**src/rtl/rl_pkg.sv**
```systemverilog
package rl_pkg;
  typedef enum logic [1:0] {
    LM_ALL     = 2'd0,
    LM_BC_MC_F = 2'd1,
    LM_BC_MC   = 2'd2,
    LM_BC      = 2'd3
  } lim_mode_e;

  localparam int unsigned GAP_BYTES = 12;
  localparam int unsigned PRE_BYTES = 8;
  localparam int unsigned OVH_MAX   = GAP_BYTES + PRE_BYTES;
endpackage

```
**src/rtl/rl_rst_sync.sv**
```systemverilog
module rl_rst_sync (
  input  logic clk,
  input  logic rst_n,
  output logic rst_sync_n
);
  logic [1:0] sync_q;

  always_ff @(posedge clk or negedge rst_n) begin
    if (!rst_n) sync_q <= 2'b00;
    else        sync_q <= {sync_q[0], 1'b1};
  end

  assign rst_sync_n = sync_q[1];
endmodule

```
**src/rtl/rl_class_filter.sv**
```systemverilog
module rl_class_filter
  import rl_pkg::*;
(
  input  lim_mode_e mode_i,
  input  logic      bcast_i,
  input  logic      mcast_i,
  input  logic      flood_i,
  output logic      qualify_o
);
  logic is_b, is_m, is_f;

  // Broadcast dominates so that a frame carrying both flags is one class only.
  always_comb begin
    is_b = bcast_i;
    is_m = mcast_i & ~bcast_i;
    is_f = flood_i & ~bcast_i & ~mcast_i;
    unique case (mode_i)
      LM_ALL:     qualify_o = 1'b1;
      LM_BC_MC_F: qualify_o = is_b | is_m | is_f;
      LM_BC_MC:   qualify_o = is_b | is_m;
      LM_BC:      qualify_o = is_b;
      default:    qualify_o = 1'b0;
    endcase
  end
endmodule

```
**src/rtl/rl_overhead_add.sv**
```systemverilog
module rl_overhead_add
  import rl_pkg::*;
#(
  parameter int unsigned LEN_W = 16,
  localparam int unsigned CHG_W = LEN_W + 1
) (
  input  logic [LEN_W-1:0] len_i,
  input  logic             gap_en_i,
  input  logic             pre_en_i,
  output logic [CHG_W-1:0] charge_o
);
  localparam logic [CHG_W-1:0] GAP_C = CHG_W'(GAP_BYTES);
  localparam logic [CHG_W-1:0] PRE_C = CHG_W'(PRE_BYTES);

  always_comb begin
    charge_o = CHG_W'(len_i)
             + (gap_en_i ? GAP_C : '0)
             + (pre_en_i ? PRE_C : '0);
  end
endmodule

```
**src/rtl/rl_sat_accum.sv**
```systemverilog
module rl_sat_accum #(
  parameter int unsigned IN_W  = 17,
  parameter int unsigned ACC_W = 32
) (
  input  logic             clk,
  input  logic             rst_n,
  input  logic             clr_i,
  input  logic             add_en_i,
  input  logic [IN_W-1:0]  add_i,
  output logic [ACC_W-1:0] acc_o
);
  localparam logic [ACC_W-1:0] ACC_MAX = '1;

  logic [ACC_W-1:0] acc_q, acc_d;
  logic [ACC_W:0]   sum;
  logic             acc_en;

  always_comb begin
    sum    = {1'b0, acc_q} + (ACC_W+1)'(add_i);
    acc_en = clr_i | add_en_i;
    if (clr_i)       acc_d = '0;
    else if (sum[ACC_W]) acc_d = ACC_MAX;
    else             acc_d = sum[ACC_W-1:0];
  end

  always_ff @(posedge clk or negedge rst_n) begin
    if (!rst_n)      acc_q <= '0;
    else if (acc_en) acc_q <= acc_d;
  end

  assign acc_o = acc_q;
endmodule

```
**src/rtl/rl_frame_charge.sv**
```systemverilog
module rl_frame_charge
  import rl_pkg::*;
#(
  parameter int unsigned LEN_W = 16,
  parameter int unsigned ACC_W = 32,
  localparam int unsigned CHG_W = LEN_W + 1
) (
  input  logic             clk,
  input  logic             rst_n,
  input  logic             eof_i,
  input  logic [LEN_W-1:0] frame_len_i,
  input  logic             is_bcast_i,
  input  logic             is_mcast_i,
  input  logic             is_flood_i,
  input  logic [1:0]       lim_mode_i,
  input  logic             add_gap_i,
  input  logic             add_pre_i,
  input  logic             acc_clr_i,
  output logic             qual_o,
  output logic [CHG_W-1:0] charge_o,
  output logic [ACC_W-1:0] acc_o
);
  logic             rst_sync_n;
  logic             hit;
  logic [CHG_W-1:0] raw_charge;
  logic             qual_q, qual_d;
  logic [CHG_W-1:0] chg_q, chg_d;
  logic             out_en;

  rl_rst_sync u_rst (
    .clk        (clk),
    .rst_n      (rst_n),
    .rst_sync_n (rst_sync_n)
  );

  rl_class_filter u_filt (
    .mode_i    (lim_mode_e'(lim_mode_i)),
    .bcast_i   (is_bcast_i),
    .mcast_i   (is_mcast_i),
    .flood_i   (is_flood_i),
    .qualify_o (hit)
  );

  rl_overhead_add #(.LEN_W(LEN_W)) u_ovh (
    .len_i    (frame_len_i),
    .gap_en_i (add_gap_i),
    .pre_en_i (add_pre_i),
    .charge_o (raw_charge)
  );

  // The output stage loads on a strobe and also when it must drop back to zero.
  always_comb begin
    qual_d = eof_i & hit;
    chg_d  = qual_d ? raw_charge : '0;
    out_en = eof_i | qual_q;
  end

  always_ff @(posedge clk or negedge rst_sync_n) begin
    if (!rst_sync_n) begin
      qual_q <= 1'b0;
      chg_q  <= '0;
    end else if (out_en) begin
      qual_q <= qual_d;
      chg_q  <= chg_d;
    end
  end

  rl_sat_accum #(.IN_W(CHG_W), .ACC_W(ACC_W)) u_acc (
    .clk      (clk),
    .rst_n    (rst_sync_n),
    .clr_i    (acc_clr_i),
    .add_en_i (qual_q),
    .add_i    (chg_q),
    .acc_o    (acc_o)
  );

  assign qual_o   = qual_q;
  assign charge_o = chg_q;
endmodule

```
**config.mk**
```make
export PLATFORM = sky130hd
export DESIGN_NAME = rl_frame_charge
export DESIGN_NICKNAME = d
export VERILOG_FILES = /design/src/rtl/rl_pkg.sv /design/src/rtl/rl_rst_sync.sv /design/src/rtl/rl_class_filter.sv /design/src/rtl/rl_overhead_add.sv /design/src/rtl/rl_sat_accum.sv /design/src/rtl/rl_frame_charge.sv
export SDC_FILE = /design/constraint.sdc
export NUM_CORES = 1
export LEC_CHECK = 0
export CAP_MARGIN = 20
export CELL_PAD_IN_SITES_DETAIL_PLACEMENT = 0
export CELL_PAD_IN_SITES_GLOBAL_PLACEMENT = 1
export CORE_MARGIN = 4
export CORE_UTILIZATION = 40
export DETAILED_ROUTE_END_ITERATION = 16
export GPL_TIMING_DRIVEN = 1
export PLACE_DENSITY = 0.79
export SLEW_MARGIN = 20
export SYNTH_ARGS = -nofsm -noshare
export SYNTH_HDL_FRONTEND = slang
export SYNTH_HIERARCHICAL = 1
export SYNTH_SLANG_ARGS = --single-unit
```
**constraint.sdc**
```tcl
create_clock -name clk -period 3.21 [get_ports clk]
set_input_delay 0.642 -clock clk [delete_from_list [all_inputs] [get_ports clk]]
set_output_delay 0.642 -clock clk [all_outputs]
set_load 0.1 [all_outputs]
```
# Yosys cells after proc, flatten, opt, wreduce, memory -nomap -nowiden

Index checks and enable logic that the tools add are counted.

Bits in registers: 52
Latch bits: 0
Bits in writable memories: 0
Bits in read-only memories: 0
Bits of input ports: 27
Memories: 0

$add $sub $neg: 3
Multiply operators: 0
Divide/modulo/power cells: 0
Order comparisons: 0
Eq/ne operators: 3
Shifts and indexed selects: 0
Muxes and demuxes: 6
Bitwise gates (word level): 10
Reductions and logical operators: 1

Operator list:

| cell                                                 | count |
|---|---|
| 2-to-1 mux 32 bit                                    | 2 |
| adder 32 x 17 -> 33 bit                              | 1 |
| adder 16 x 17 -> 17 bit                              | 1 |
| adder 17 bit                                         | 1 |
| 2-to-1 mux 17 bit                                    | 1 |
| 2-to-1 mux 4 bit                                     | 2 |
| bitwise AND 1 bit                                    | 4 |
| equality test 2 bit (second input constant)          | 2 |
| bitwise OR 1 bit                                     | 4 |
| case mux 1 bit (4 select lines)                      | 1 |
| equality test 2 x 1 -> 1 bit (second input constant) | 1 |
| zero test 2 bit                                      | 1 |
| NOT 1 bit                                            | 2 |

# Depth between registers and ports, before layout

Gate-level depths: netlist of the first run.

Depth in word-level cells: 7
Mapped depth: 10
Gate-level depth less buffers: 10

# Hierarchy

Netlist of the first run, hierarchy kept.

By module, submodules not included:

| module          | instances | cells an instance | area an instance (um2) | seq. area each (um2) |
|---|---|---|---|---|
| rl_sat_accum    | 1         | 286               | 2,542.4                | 800.8 |
| rl_frame_charge | 1         | 40                | 644.4                  | 450.4 |
| rl_overhead_add | 1         | 44                | 322.8                  | 0.0 |
| rl_rst_sync     | 1         | 3                 | 53.8                   | 50.0 |
| rl_class_filter | 1         | 4                 | 31.3                   | 0.0 |

# Worst setup path before layout of the first run

OpenSTA, ideal clock, no wires.

Path type: register to register
From: reg u_acc.acc_q[0] (netlist: u_acc/acc_o[0])
To: reg u_acc.acc_q[17] (netlist: u_acc/acc_o[17])
Arrival: 2.955 ns
Setup slack: 0.124 ns
Cell stages (with the launch flop): 10
Path buffers: 1
Period minus slack after synthesis: 3.086 ns
Cells stage by stage: dfrtp_1 ha_1 fa_1 a211oi_1 nor4_2 a211o_1 a211oi_2 buf_4 a31oi_1 a21boi_1

Cells in the longest elaborated chain, start to end: 3

Ends and longest elaborated chain:

| what                    | RTL line           | RTL |
|---|---|---|
| start, declared         | rl_sat_accum.sv:14 | `logic [ACC_W-1:0] acc_q, acc_d;` |
| start signal, assigned  | rl_sat_accum.sv:27 | `if (!rst_n) acc_q <= '0;` |
| start signal, assigned  | rl_sat_accum.sv:28 | `else if (acc_en) acc_q <= acc_d;` |
| adder 32 x 17 -> 33 bit | rl_sat_accum.sv:19 | `sum = {1'b0, acc_q} + (ACC_W+1)'(add_i);` |
| 2-to-1 mux 32 bit       | rl_sat_accum.sv:22 | `else if (sum[ACC_W]) acc_d = ACC_MAX;` |
| 2-to-1 mux 32 bit       | rl_sat_accum.sv:21 | `if (clr_i) acc_d = '0;` |

No other way between the ends.
A chain may end at the register's enable or synchronous reset.

# Worst setup path after layout of the first run

From: reg u_acc.acc_q[0] (netlist: u_acc/acc_o[0])
To: reg u_acc.acc_q[25] (netlist: u_acc/acc_o[25])

Same word-level chain as after synthesis.

==> out/summary.md, run 1 <==
Placement
- **placed wire-length estimate after detailed placement** 7020 um
- **weighted congestion at the end of routability-driven global placement** 0.855
- **Inst Count DP** 551
- **quantity of I/O buffers inserted on ports** 76

Logic synthesis
- **number of synthesized flops with an enable pin** 0
- **main area contributors after synthesis** sky130_fd_sc_hd__dfrtp_1 36%, sky130_fd_sc_hd__ha_1 7.0%, sky130_fd_sc_hd__nor2_1 4.9%
- **share of flip-flops with an asynchronous set or reset** 100%
- **commonest cells in the netlist** 52 x sky130_fd_sc_hd__dfrtp_1, 47 x sky130_fd_sc_hd__nor2_1, 24 x sky130_fd_sc_hd__nand2_1
- **nets in the synthesized netlist** 427
- **Mapped Avg Cell Area** 9.54 um^2
- **number of different library cells in the post-synthesis netlist** 60
- **post-synthesis cell area** 0.00359 mm^2
- **post-synth top area share** 36.2%
- **number of cells produced by synthesis** 377
- **most instantiated flip-flop cell in the synthesis netlist** sky130_fd_sc_hd__dfrtp_1
- **Yosys warnings** 6
- **sequential cell area fraction in the yosys report** 36.2%
- **flop and latch count out of synthesis** 52
- **cell type with the largest total area after synthesis** sky130_fd_sc_hd__dfrtp_1
- **most repeated cell in the gate-level netlist after synthesis** sky130_fd_sc_hd__dfrtp_1

STA
- **final sum of negative setup slack** 0 ns
- **post-layout minimum cycle time** 2.94 ns
- **share of the clock period used by the worst path after layout** 91.5%
- **final count of hold timing violations** 0
- **count of pins over their slew limit** 0
- **worst setup skew after layout** 0.00850 ns
- **pin slew with the least headroom to its limit** 0.669 ns
- **worst rel slew slack** 55.3%
- **setup repair after global routing missed its margin** false
- **number of failing setup endpoints in the final timing report** 0
- **Highest Clock Rate** 0.340 GHz

Worst setup path
- **arrival time worst endpoint** 3.13 ns
- **Worst Path Max Fanout** 11
- **element type at the critical path end** register
- **Required @ worst endpoint** 3.40 ns
- **kind of critical path** reg2reg
- **CP Launch Type** register

Route
- **number of design rule violations left after detail routing** 0
- **Iteration-0 DRC Markers** 96
- **Antenna Nets Post-Route** 0
- **detailed-route wire length** 9100 um
- **mean number of vias per cell** 5.60
- **vias** 3,133
- **wire length per cell** 16.3 um
- **total iterations of the first detailed-routing run** 4

GRT
- **number of global-route vias before repair** 3,042
- **wire length of the first global-routing pass** 14,900 um
- **all-layer global routing usage** 17.8%
- **GRT Residual Overflow** 0
- **antenna violations before repair** 0
- **maximum number of pins on one net before global-route repair** 51

Clocking
- **maximum count of clock buffers along a single path** 2
- **clock transition time at the flip-flop clock pins of the worst setup and hold paths** 0.09 ns
- **Gates resized, CTS repair** 0
- **Max H-tree Level** 2
- **clock root buffer** sky130_fd_sc_hd__clkbuf_8
- **Hold Buf Count CTS** 0
- **clock sink total** 52
- **buffers inserted during post-CTS setup optimization** 0
- **number of buffers created by CTS** 5
- **CTS tree** built
- **source-to-sink clock delay at the later pin of the worst-skew pair** 0.31 ns

Run status
- **run status** completed

Finish
- **relative area change from synthesis to final layout** 22.4%
- **number of cells in the finished layout apart from fillers** 559
- **antenna diode count** 0
- **share of final-layout standard cells stronger than drive strength 1** 22.6%
- **NumNets Final** 500
- **share of the core filled with cells in the final layout** 50.5%

Floorplan
- **Core Footprint** 0.00872 mm^2
- **Starting Density** 41.2%
- **die height** 103 um
- **Die Span X** 103 um
- **Rows** 34
- **die footprint** 0.0106 mm^2
- **number of placed I/O pins** 77

Pwr
- **Peak VDD IR** 0.226 mV
- **Pwr Density** 455 mW/mm^2
- **post-layout power** 2000 uW
- **leakage power of the design** 0.00195 uW

Hold path
- **Hold Crit Class** reg2reg

Flow run
- **count of maximum capacitance violations** 0

-- stage by stage --
stage | setup WS [ns] | hold slack, ns | instance area [um^2]
floorplan | 0.124 | 0.331 | 3590
global placement | 0.182 | 0.334 | 4300
detailed placement | 0.142 | 0.338 | 4300
CTS | 0.260 | 0.361 | 4400
global route | 0.0756 | 0.376 | 4400
finish | 0.273 | 0.357 | 4400
-- flip-flops by register name (all words and copies together), names as in the netlist --
signal	cells
u_acc/acc_o	32
charge_o	17
u_rst/sync_q	2
qual_o	1
-- worst paths after layout --
kind | start | depth (start not counted) | slack (ns) | end
max in group asynchronous | u_rst/sync_q[1] | 0 | 2.40 | u_acc/acc_o[8]
worst min-delay path | u_rst/sync_q[0] | 0 | 0.36 | u_rst/sync_q[1]
worst min register to register | u_rst/sync_q[0] | 0 | 0.36 | u_rst/sync_q[1]
min in group asynchronous | u_rst/sync_q[1] | 0 | 0.38 | u_acc/acc_o[18]
worst max register to register | u_acc/acc_o[0] | 10 | 0.27 | u_acc/acc_o[25]
worst max-delay path | u_acc/acc_o[0] | 10 | 0.27 | u_acc/acc_o[25]
-- logic make-up after synthesis --
group	count (synthesis)	share of synthesized area [%]
AOI/OAI and AO/OA	109	24.1
xor gates and xnor gates	24	5.85
adders and majority gates	23	8.63
buffers and inverters	30	4.63
DFF	52	36.2
muxes	1	0.313
other	1	0.104
and+or+nand+nor	137	20.2
-- cell usage in the layout (no fill, tap or decap), drive strengths merged, types with 2 or more instances in the layout --
master / netlist / layout
a211oi: 20 / 20
a21boi: 2 / 2
a21o: 6 / 6
a21oi: 21 / 21
a221oi: 2 / 2
a22o: 17 / 17
a311oi: 10 / 10
a31oi: 9 / 9
a41oi: 2 / 2
and2: 8 / 8
and3: 4 / 4
and4: 4 / 4
buf: 10 / 57
clkbuf: 7 / 6
clkdlybuf4s50: 0 / 26
dfrtp: 52 / 52
fa: 3 / 3
ha: 20 / 20
inv: 13 / 14
nand2: 25 / 25
nand2b: 2 / 2
nand3: 15 / 15
nand4: 6 / 6
nor2: 49 / 49
nor2b: 3 / 3
nor3: 8 / 8
nor3b: 2 / 2
nor4: 6 / 6
o21a: 3 / 3
o21ai: 13 / 13
or2: 2 / 2
or3: 2 / 2
xnor2: 10 / 10
xor2: 14 / 14
-- layout make-up --
class,count,area (um^2)
fill,823,4320
multi-input combinational,295,2130
sequential,52,1310
timing repair buffer,83,688
tap,108,135
clock buffer,6,82.6
inverter,13,48.8
clock inverter,2,13.8
-- where the power goes --
group	total, uW	internal, uW	switching [uW]
Sequential	768	701	67.7
Combinational	833	242	590
Clock	401	177	224
-- worst max-delay path: stages, from the launching register on --
cell and delay [ns]:
sky130_fd_sc_hd__dfrtp_1 0.41, sky130_fd_sc_hd__ha_1 0.23, sky130_fd_sc_hd__fa_1 0.43, sky130_fd_sc_hd__a211oi_1 0.41, sky130_fd_sc_hd__nor4_2 0.12, sky130_fd_sc_hd__a211o_1 0.34, sky130_fd_sc_hd__a211oi_2 0.24, sky130_fd_sc_hd__buf_4 0.26
sky130_fd_sc_hd__nand2_1 0.09, sky130_fd_sc_hd__nor3b_2 0.21, sky130_fd_sc_hd__nor4_2 0.08
-- per-layer routing --
layer  GRT usage, %  wire (um)  vias up
met1           24.8       4110     1512
li1               -          -     1532
met5              0          0        -
met2           29.0       4380       81
met4           4.98        108        0
met3           2.37        499        8
Note: power is estimated with default switching activity, not from simulation.
==> run 2, diff against run 1 <==
CTS_CLUSTER_SIZE = 16   (was unset)
==> results of run 2 <==
No change in the layout: final DEF, timing and power equal those of run 1.
==> run 3, diff against run 2 <==
REMOVE_ABC_BUFFERS = 1   (was unset)
==> out/summary.md, run 3 (synthesized netlist as in run 1, its figures left out) <==
Run status
- **run status** completed

Floorplan
- **number of placed I/O pins** 77, unchanged
- **die footprint** 0.0106 mm^2, unchanged
- **Rows** 34, unchanged
- **Core Footprint** 0.00872 mm^2, unchanged
- **die height** 103 um, unchanged
- **Die Span X** 103 um, unchanged
- **Starting Density** 41.2%, unchanged

Clocking
- **buffers inserted during post-CTS setup optimization** 0, unchanged
- **clock sink total** 52, unchanged
- **source-to-sink clock delay at the later pin of the worst-skew pair** 0.30 ns, about the same
- **number of buffers created by CTS** 5, unchanged
- **maximum count of clock buffers along a single path** 2, unchanged
- **Gates resized, CTS repair** 0, unchanged
- **clock root buffer** sky130_fd_sc_hd__clkbuf_8
- **CTS tree** built
- **clock transition time at the flip-flop clock pins of the worst setup and hold paths** 0.10 ns, about the same
- **Max H-tree Level** 2, unchanged
- **Hold Buf Count CTS** 0, unchanged

Worst setup path
- **Worst path top cell family by delay** compound AO/OA/AOI/OAI gates
- **Worst Path Max Fanout** 11, unchanged
- **cells traversed along the worst timing path** ha_1, fa_1, a211oi_1, nor4_2, a211o_1, a211oi_2, buf_4, nand2_1, nor3b_2, nor4_2
- **element type at the critical path end** register
- **library cell appearing most often on the critical path** sky130_fd_sc_hd__nor4_2
- **kind of critical path** reg2reg
- **arrival time worst endpoint** 3.14 ns, about the same
- **Critical-path top delay cell** sky130_fd_sc_hd__a211oi_1
- **peak per-stage delay on the critical path** 0.44 ns, about the same
- **Required @ worst endpoint** 3.38 ns, -0.02 ns
- **CP Launch Type** register
- **number of buffer and inverter stages on the critical path** 1, unchanged

Finish
- **antenna diode count** 0, unchanged
- **multi-input gate area in the final layout** 0.00213 mm^2, unchanged
- **number of cells in the finished layout apart from fillers** 558, -0.18%
- **number of flip-flops in the largest register** 32, unchanged
- **commonest cells after routing, fill and taps aside** 58 x sky130_fd_sc_hd__buf_4, 51 x sky130_fd_sc_hd__dfrtp_1, 47 x sky130_fd_sc_hd__nor2_1, 26 x sky130_fd_sc_hd__clkdlybuf4s50_1, 24 x sky130_fd_sc_hd__nand2_1
- **relative area change from synthesis to final layout** 22.6%
- **fill cell total of the finished layout** 868, +5.5%
- **NumNets Final** 501, +0.20%
- **footprint of the flip-flops and latches** 0.00130 mm^2, -0.19%
- **most common library cell in the layout ignoring fill and taps** sky130_fd_sc_hd__buf_4
- **share of final-layout standard cells stronger than drive strength 1** 22.4%, -0.17 points
- **Post-Layout Inst Area** 0.00441 mm^2, +0.17%

STA
- **post-route worst setup slack** 0.237 ns, -0.0352 ns
- **final count of hold timing violations** 0, unchanged
- **share of the clock period used by the worst path after layout** 92.6%, +1.1 points
- **worst setup skew after layout** 0.00830 ns, -0.000198 ns
- **setup repair after global routing missed its margin** false
- **Highest Clock Rate** 0.336 GHz, -1.2%
- **pin slew with the least headroom to its limit** 0.864 ns, +0.195 ns
- **post-layout minimum cycle time** 2.97 ns, +0.0352 ns
- **final sum of negative setup slack** 0 ns, unchanged
- **count of pins over their slew limit** 0, unchanged
- **worst rel slew slack** 42.4%, -13 points
- **number of failing setup endpoints in the final timing report** 0, unchanged
- **final hold slack** 0.359 ns, +0.00147 ns

GRT
- **wire length of the first global-routing pass** 14,800 um, -0.64%
- **antenna violations before repair** 0, unchanged
- **number of global-route vias before repair** 3,140, +3.2%
- **GRT Residual Overflow** 0, unchanged
- **all-layer global routing usage** 17.4%, -0.35 points
- **maximum number of pins on one net before global-route repair** 40, -22%

Route
- **routed wl met3** 544 um, +9.0%
- **uppermost routed layer** met4
- **Iteration-0 DRC Markers** 123, +28%
- **Antenna Nets Post-Route** 0, unchanged
- **met1 WL** 4120 um, +0.19%
- **wire length per cell** 16.1 um, -0.83%
- **vias** 3,128, -0.16%
- **detailed-route wire length** 9000 um, -1.0%
- **total iterations of the first detailed-routing run** 4, unchanged
- **met2 wirelength from detailed routing** 4290 um, -2.0%
- **number of design rule violations left after detail routing** 0, unchanged
- **mean number of vias per cell** 5.61, about the same

Pwr
- **switching share of total power** 42.6%, -1.5 points
- **Pwr Density** 462 mW/mm^2, +1.4%
- **cell internal pwr** 1170 uW, +4.3%
- **leakage power of the design** 0.00196 uW, +0.17%
- **Peak VDD IR** 0.247 mV, +9.1%
- **power share of the combinational group** 41.3%, -0.3 points
- **Clock power frac** 21.5%, +1.5 points
- **sequential share of power** 37.3%, -1.1 points
- **switching power total** 866 uW, -1.8%

Flow run
- **count of maximum capacitance violations** 0, unchanged

Placement
- **Inst Count DP** 552, +0.18%
- **post-place instance area** 0.00431 mm^2, +0.17%
- **weighted congestion at the end of routability-driven global placement** 0.909, +6.3%
- **worst slack after detailed placement** 0.0905 ns, -0.0514 ns
- **placed wire-length estimate after detailed placement** 6830 um, -2.7%
- **quantity of I/O buffers inserted on ports** 76, unchanged

Hold path
- **Hold Crit Class** reg2reg

run 3: cell types whose count changed in the layout (fill, tap and decap cells not counted), sizes merged:
cell,previous run,this run
buf,57,58
clkbuf,6,5
clkinv,1,0
bufinv,0,1
inv,14,13
run 3: power by group through the flow:
stage	Combinational (uW)	Sequential, uW	Clock (uW)
floorplan	303	1090	0
global placement	835	773	0
detailed placement	838	774	0
CTS	842	761	455
global route	897	770	476
finish	839	758	437
run 3: final timing paths:
path,cells after the start,slack (ns),end,from
worst min register to register,0,0.36,u_rst/sync_q[1],u_rst/sync_q[0]
worst max register to register,10,0.24,u_acc/acc_o[25],u_acc/acc_o[0]
worst min-delay path,0,0.36,u_rst/sync_q[1],u_rst/sync_q[0]
min in group asynchronous,0,0.39,u_acc/acc_o[17],u_rst/sync_q[1]
worst max-delay path,10,0.24,u_acc/acc_o[25],u_acc/acc_o[0]
max in group asynchronous,1,2.11,qual_o,u_rst/sync_q[1]
run 3: per-layer routing:
layer,GRT usage [%],vias to the layer above
met5,0,-
met4,4.58,0
met3,3.59,4
met2,29.4,73
met1,22.8,1515
li1,-,1536
run 3: area by class of cell:
class / instances / area share (%)
inverters: 13 / 1.11
flip-flops and latches: 52 / 29.5
well taps: 108 / 3.07
repair buffers: 84 / 15.8
clock inverters: 1 / 0.681
multi-input cells: 295 / 48.3
clock buffers: 5 / 1.56
run 3: through the flow:
| stage | power (uW) | utilization [%] |
|---|---|---|
| global route | 2140 | 50.5 |
| finish | 2030 | 50.5 |
| CTS | 2060 | 50.5 |
| floorplan | 1400 | - |
| global placement | 1610 | 49.4 |
| detailed placement | 1610 | 49.4 |
